File: src/rtl/scl_div_pkg.sv
package scl_div_pkg;
  localparam int N_W        = 3;
  localparam int M_W        = 4;
  localparam int HALF_SLOTS = 5;
  localparam int SLOTS      = 2 * HALF_SLOTS;
  localparam int PH_W       = $clog2(SLOTS);
  localparam int PRE_W      = (1 << N_W) - 1;
  localparam int NUM_TICKS  = 4;

  // Tick vector positions
  localparam int TK_FALL   = 0;
  localparam int TK_DRIVE  = 1;
  localparam int TK_RISE   = 2;
  localparam int TK_SAMPLE = 3;

  typedef struct packed {
    logic [M_W-1:0] m;
    logic [N_W-1:0] n;
  } div_cfg_t;

  localparam int CFG_W = $bits(div_cfg_t);

  // Slot a tick's phase enters
  function automatic int entry_slot(input int k);
    case (k)
      TK_FALL:  return 0;
      TK_DRIVE: return HALF_SLOTS / 2;
      TK_RISE:  return HALF_SLOTS;
      default:  return HALF_SLOTS + HALF_SLOTS / 2;
    endcase
  endfunction
endpackage

File: src/rtl/scl_div_cfg.sv
module scl_div_cfg
  import scl_div_pkg::*;
(
  input  logic             clk,
  input  logic             rst_n,
  input  logic             cfg_wr,
  input  logic [CFG_W-1:0] cfg_data,
  input  logic             apply,
  output div_cfg_t         active
);
  div_cfg_t shadow;

  always_ff @(posedge clk or negedge rst_n) begin
    if (!rst_n) begin
      shadow <= '0;
      active <= '0;
    end else begin
      if (cfg_wr) shadow <= div_cfg_t'(cfg_data);
      if (apply)  active <= shadow;
    end
  end
endmodule

File: src/rtl/scl_div_prescale.sv
module scl_div_prescale
  import scl_div_pkg::*;
(
  input  logic           clk,
  input  logic           rst_n,
  input  logic           run,
  input  logic [N_W-1:0] n,
  output logic           pulse
);
  logic [PRE_W-1:0] cnt;
  logic [PRE_W-1:0] limit;

  // low n bits set: 2^n - 1
  assign limit = ~({PRE_W{1'b1}} << n);
  assign pulse = run && (cnt == limit);

  always_ff @(posedge clk or negedge rst_n) begin
    if (!rst_n)             cnt <= '0;
    else if (!run || pulse) cnt <= '0;
    else                    cnt <= cnt + 1'b1;
  end
endmodule

File: src/rtl/scl_div_phase.sv
module scl_div_phase
  import scl_div_pkg::*;
(
  input  logic                 clk,
  input  logic                 rst_n,
  input  logic                 run,
  input  logic                 pre_pulse,
  input  logic [M_W-1:0]       m,
  output logic [NUM_TICKS-1:0] ticks
);
  localparam logic [PH_W-1:0] LAST = PH_W'(SLOTS - 1);

  logic [M_W-1:0]  m_cnt;
  logic [PH_W-1:0] phase;
  logic            step;

  assign step = pre_pulse && (m_cnt == m);

  always_ff @(posedge clk or negedge rst_n) begin
    if (!rst_n) begin
      m_cnt <= '0;
      phase <= LAST;
    end else if (!run) begin
      m_cnt <= '0;
      phase <= LAST;
    end else begin
      if (pre_pulse) m_cnt <= step ? '0 : m_cnt + 1'b1;
      if (step)      phase <= (phase == LAST) ? '0 : phase + 1'b1;
    end
  end

  for (genvar k = 0; k < NUM_TICKS; k++) begin : g_tick
    localparam int ENTRY = entry_slot(k);
    localparam int PREV  = (ENTRY == 0) ? SLOTS - 1 : ENTRY - 1;
    assign ticks[k] = step && (phase == PH_W'(PREV));
  end
endmodule

File: src/rtl/scl_clkgen.sv
module scl_clkgen
  import scl_div_pkg::*;
(
  input  logic             clk,
  input  logic             rst_n,
  input  logic             soft_rst,
  input  logic             bus_en,
  input  logic             cfg_wr,
  input  logic [CFG_W-1:0] cfg_data,
  output logic             scl_level,
  output logic             tick_fall,
  output logic             tick_drive,
  output logic             tick_rise,
  output logic             tick_sample
);
  div_cfg_t             active;
  logic                 run;
  logic                 apply;
  logic                 pre_pulse;
  logic [NUM_TICKS-1:0] ticks;

  assign run   = bus_en && !soft_rst;
  assign apply = !run || ticks[TK_FALL];

  scl_div_cfg u_cfg (
    .clk      (clk),
    .rst_n    (rst_n),
    .cfg_wr   (cfg_wr),
    .cfg_data (cfg_data),
    .apply    (apply),
    .active   (active)
  );

  scl_div_prescale u_pre (
    .clk   (clk),
    .rst_n (rst_n),
    .run   (run),
    .n     (active.n),
    .pulse (pre_pulse)
  );

  scl_div_phase u_phase (
    .clk       (clk),
    .rst_n     (rst_n),
    .run       (run),
    .pre_pulse (pre_pulse),
    .m         (active.m),
    .ticks     (ticks)
  );

  always_ff @(posedge clk or negedge rst_n) begin
    if (!rst_n)                 scl_level <= 1'b1;
    else if (!run)              scl_level <= 1'b1;
    else if (ticks[TK_FALL])    scl_level <= 1'b0;
    else if (ticks[TK_RISE])    scl_level <= 1'b1;
  end

  assign tick_fall   = ticks[TK_FALL];
  assign tick_drive  = ticks[TK_DRIVE];
  assign tick_rise   = ticks[TK_RISE];
  assign tick_sample = ticks[TK_SAMPLE];
endmodule

File: config.mk
export PLATFORM = sky130hd
export DESIGN_NAME = scl_clkgen
export DESIGN_NICKNAME = d
export VERILOG_FILES = /design/src/rtl/scl_div_pkg.sv /design/src/rtl/scl_div_cfg.sv /design/src/rtl/scl_div_prescale.sv /design/src/rtl/scl_div_phase.sv /design/src/rtl/scl_clkgen.sv
export SDC_FILE = /design/constraint.sdc
export NUM_CORES = 1
export LEC_CHECK = 0
export BUFFER_PORTS_ARGS = -buffer_cell sky130_fd_sc_hd__buf_4
export CAP_MARGIN = 20
export CORE_MARGIN = 3
export CORE_UTILIZATION = 58
export CTS_CLUSTER_DIAMETER = 40
export DETAILED_ROUTE_END_ITERATION = 6
export PLACE_DENSITY = 0.87
export SYNTH_ARGS = -nofsm -noshare
export SYNTH_HDL_FRONTEND = slang
export SYNTH_HIERARCHICAL = 1
export SYNTH_SLANG_ARGS = --single-unit
export TNS_END_PERCENT = 30
File: constraint.sdc
create_clock -name clk -period 3.7 [get_ports clk]
set_clock_uncertainty 0.2 [all_clocks]
set_input_delay 0.185 -clock clk [delete_from_list [all_inputs] [get_ports clk]]
set_output_delay 0.185 -clock clk [all_outputs]
set_load 0.05 [all_outputs]
==> results.py <==
metrics = {
    "min_path": {
        "hold_depth": 3,
        "hold_class": "in -> reg",
    },
    "global_routing": {
        "grtUsageTotal": 0.2258,
        "grt_max_degree": 31,
        "antenna_found_initial": 0,
        "first_global_vias": 1239,
        "grt.met2_usage": 0.3401,
        "met1_usage": 0.2984,
        "grt_overflow": 0,
        "grt_pass1_wl_um": 5802,
        "grt_busiest_layer": "met2",
        "use_met3": 0.06536,
    },
    "clocking": {
        "cts_root_buf": "clkbuf_4",
        "path_clk_slew_ps": 90,
        "clock_latency_ps": 330,
        "clk_path_buf_depth": 2,
        "cts.sinks": 30,
        "htree_levels": 2,
        "cts_made_buffers": 5,
        "cts_tree": "built",
    },
    "timing": {
        "timing.final.hold_violations": 0,
        "relSlewSlack": 0.6733,
        "setup_viol": 0,
        "tightestPinTransition_ps": 490.0,
        "period_share": 0.9326,
        "drv_slew": 0,
        "finalCriticalPeriod_ps": 3451,
        "setup_ws_ps": 249.4,
        "rsz0062_at_grt": "no",
        "tns_ps": 0,
        "timing.fmax_ghz": 0.2898,
    },
    "route": {
        "postRouteAntennaNets": 0,
        "vias_per_cell": 6.221,
        "wirelength_um": 3334,
        "post-route-drc-count": 0,
        "dr.pass1.iters": 4,
        "routed-via-count": 1238,
        "drtIter0Drc": 60,
        "detail_route.wl_per_cell_um": 16.75,
    },
    "floorplan": {
        "core-area_sq_um": 2590,
        "start_util": 0.6382,
        "row_count": 18,
        "dieArea_sq_um": 3526,
        "dieHeight_um": 59.38,
        "dieWidth_um": 59.38,
        "ios": 17,
    },
    "synth": {
        "synth_top_cell_by_area": "dfrtp_1",
        "yosysMostFrequentCell": "dfrtp_1",
        "synth_top_area_frac": 0.4088,
        "ys_ff_latch": 30,
        "synthDistinctLibCells": 43,
        "synth_cells": 135,
        "async_reset_ff_frac": 1.000,
        "avgSynthCellArea_sq_um": 12.24,
        "synth-main-ff-cell": "dfrtp_1",
        "synth_nets": 149,
        "ys_seq_area_frac": 0.4565,
        "yosys-top-cells-area": "dfrtp_1, mux2_4, xnor2_1, dfstp_2, a211oi_1",
        "synth_area_sq_um": 1653,
        "yosys-top-cells-count": "dfrtp_1, mux2_4, xnor2_1, a211oi_1, nand2_1",
        "synth_warnings": 6,
        "synth_edf_count": 0,
    },
    "pwr": {
        "ir_drop_mv": 0.3402,
        "p_leak_uw": 0.0008274,
        "powerDensity_nw_per_um2": 348.9,
    },
    "setup_path": {
        "criticalPathCategory": "reg -> out",
        "slowest_delay_ps": 510,
        "crit_chain": "nor4bb_1 -> o21ai_1 -> a31oi_4 -> and3_1 -> nand2_1 -> or2_1 -> nor4b_1 -> buf_4",
        "worstPathRequired_ps": 3310,
        "reg2reg_depth": 9,
        "cp.arrival_ps": 3070,
        "setup.worst_path.end_class": "primary output",
        "crit_path_start_kind": "register",
        "critical-path-slowest-cell": "dfrtp_1",
        "worstPathMaxFanout": 8,
    },
    "cells_and_area": {
        "stdcell_count": 199,
        "nNetsFinal": 182,
        "fin_util": 0.7672,
        "syn_to_final_growth_pct": 20.21,
        "antenna_cells": 0,
        "drive_gt1_frac": 0.2781,
        "fill_cells": 158,
    },
    "placed_design": {
        "hpwl_um": 2155,
        "dp_slack_ps": 396.8,
        "place.gp.congestion": 0.8129,
        "placed_cells": 175,
        "numPortBuffers": 16,
    },
    "job": {
        "maxCapViolations": 0,
    },
    "run_status": {
        "status": "completed",
    },
}
==> registers in the layout, summed over array words and instances (netlist names) <==
signal         count
scl_level          1
u_cfg/active       7
u_cfg/shadow       7
u_phase/m_cnt      4
u_phase/phase      4
u_pre/cnt          7
==> final cells by class <==
type                    instances  area (sq um)  area share
multi-input cells              98         850.8      0.4282
flip-flops and latches         30         754.5      0.3797
repair buffers                 32         280.3      0.1411
clock buffers                   7         55.05     0.02771
well taps                      30         37.54     0.01889
clock inverters                 1         5.005    0.002519
inverters                       1         3.754    0.001889
==> metal layers <==
metal / vias to the layer above / wire [um]
met3: 13 / 251
met5: - / 0
met2: 58 / 1588
met1: 595 / 1415
li1: 572 / -
met4: 0 / 79
==> layout by cell type (no fill, tap or decap), types with 5 or more instances in the layout <==
master	n
dlygate4sd3_1	16
dfrtp_1	27
nand3_1	6
clkbuf_4	5
a211oi_1	7
buf_4	16
xnor2_1	10
mux2_4	14
nand2_1	7
nor2_1	5
==> report_power, final <==
part	total [uW]	switching (uW)	internal, uW
sequential	373	25.9	347
clock	206	114	91.9
combinational	115	44.3	70.5
total	693	184	509
==> metrics by stage <==
step | total power (uW) | area (sq um) | hold slack, ps
3_3_place_gp | 467.1 | 1767 | -74.61
5_1_grt | 728.4 | 1987 | 38.25
6_report | 693.2 | 1987 | 38.97
4_1_cts | 698.2 | 1987 | 22.27
2_1_floorplan | 449.9 | 1659 | -310.6
3_5_place_dp | 473.5 | 1767 | -70.95
==> critical path, delay by kind of cell (launching register included) <==
| family | cells | cell delay (ps) |
|---|---|---|
| compound gates | 2 | 440 |
| buf+inv | 1 | 260 |
| flops | 1 | 510 |
| simple gates | 5 | 1520 |
==> timing repair <==
item / CTS / global route
hold buffers: 16 / 0
gates resized for setup: 0 / 0
setup buffers: 0 / 0
endpoints found under the hold margin: 46 / 0
==> logic make-up (layout without fill, tap and decap cells) <==
logic type / after synthesis / after routing / share of synthesized area
AND/OR/NAND/NOR: 46 / 46 / 0.1756
flip-flops: 30 / 30 / 0.4565
AO/OA/AOI/OAI: 24 / 24 / 0.1295
multiplexers: 14 / 14 / 0.1272
XOR/XNOR: 12 / 12 / 0.06359
buffers and inverters: 7 / 41 / 0.03254
adder cells (fa/ha/maj): 2 / 2 / 0.01514
==> path summary, 6_finish.rpt <==
kind	start	end	slack (ps)
min in group asynchronous	rst_n	u_phase/m_cnt[1]	100
max in group asynchronous	rst_n	scl_level	2900
worst min-delay path	bus_en	u_phase/phase[0]	40
worst max register to register	u_cfg/active[0]	u_cfg/active[1]	280
worst max-delay path	u_cfg/active[0]	tick_sample	250
worst min register to register	scl_level	scl_level	320
Power figures use the tool's default switching activity.
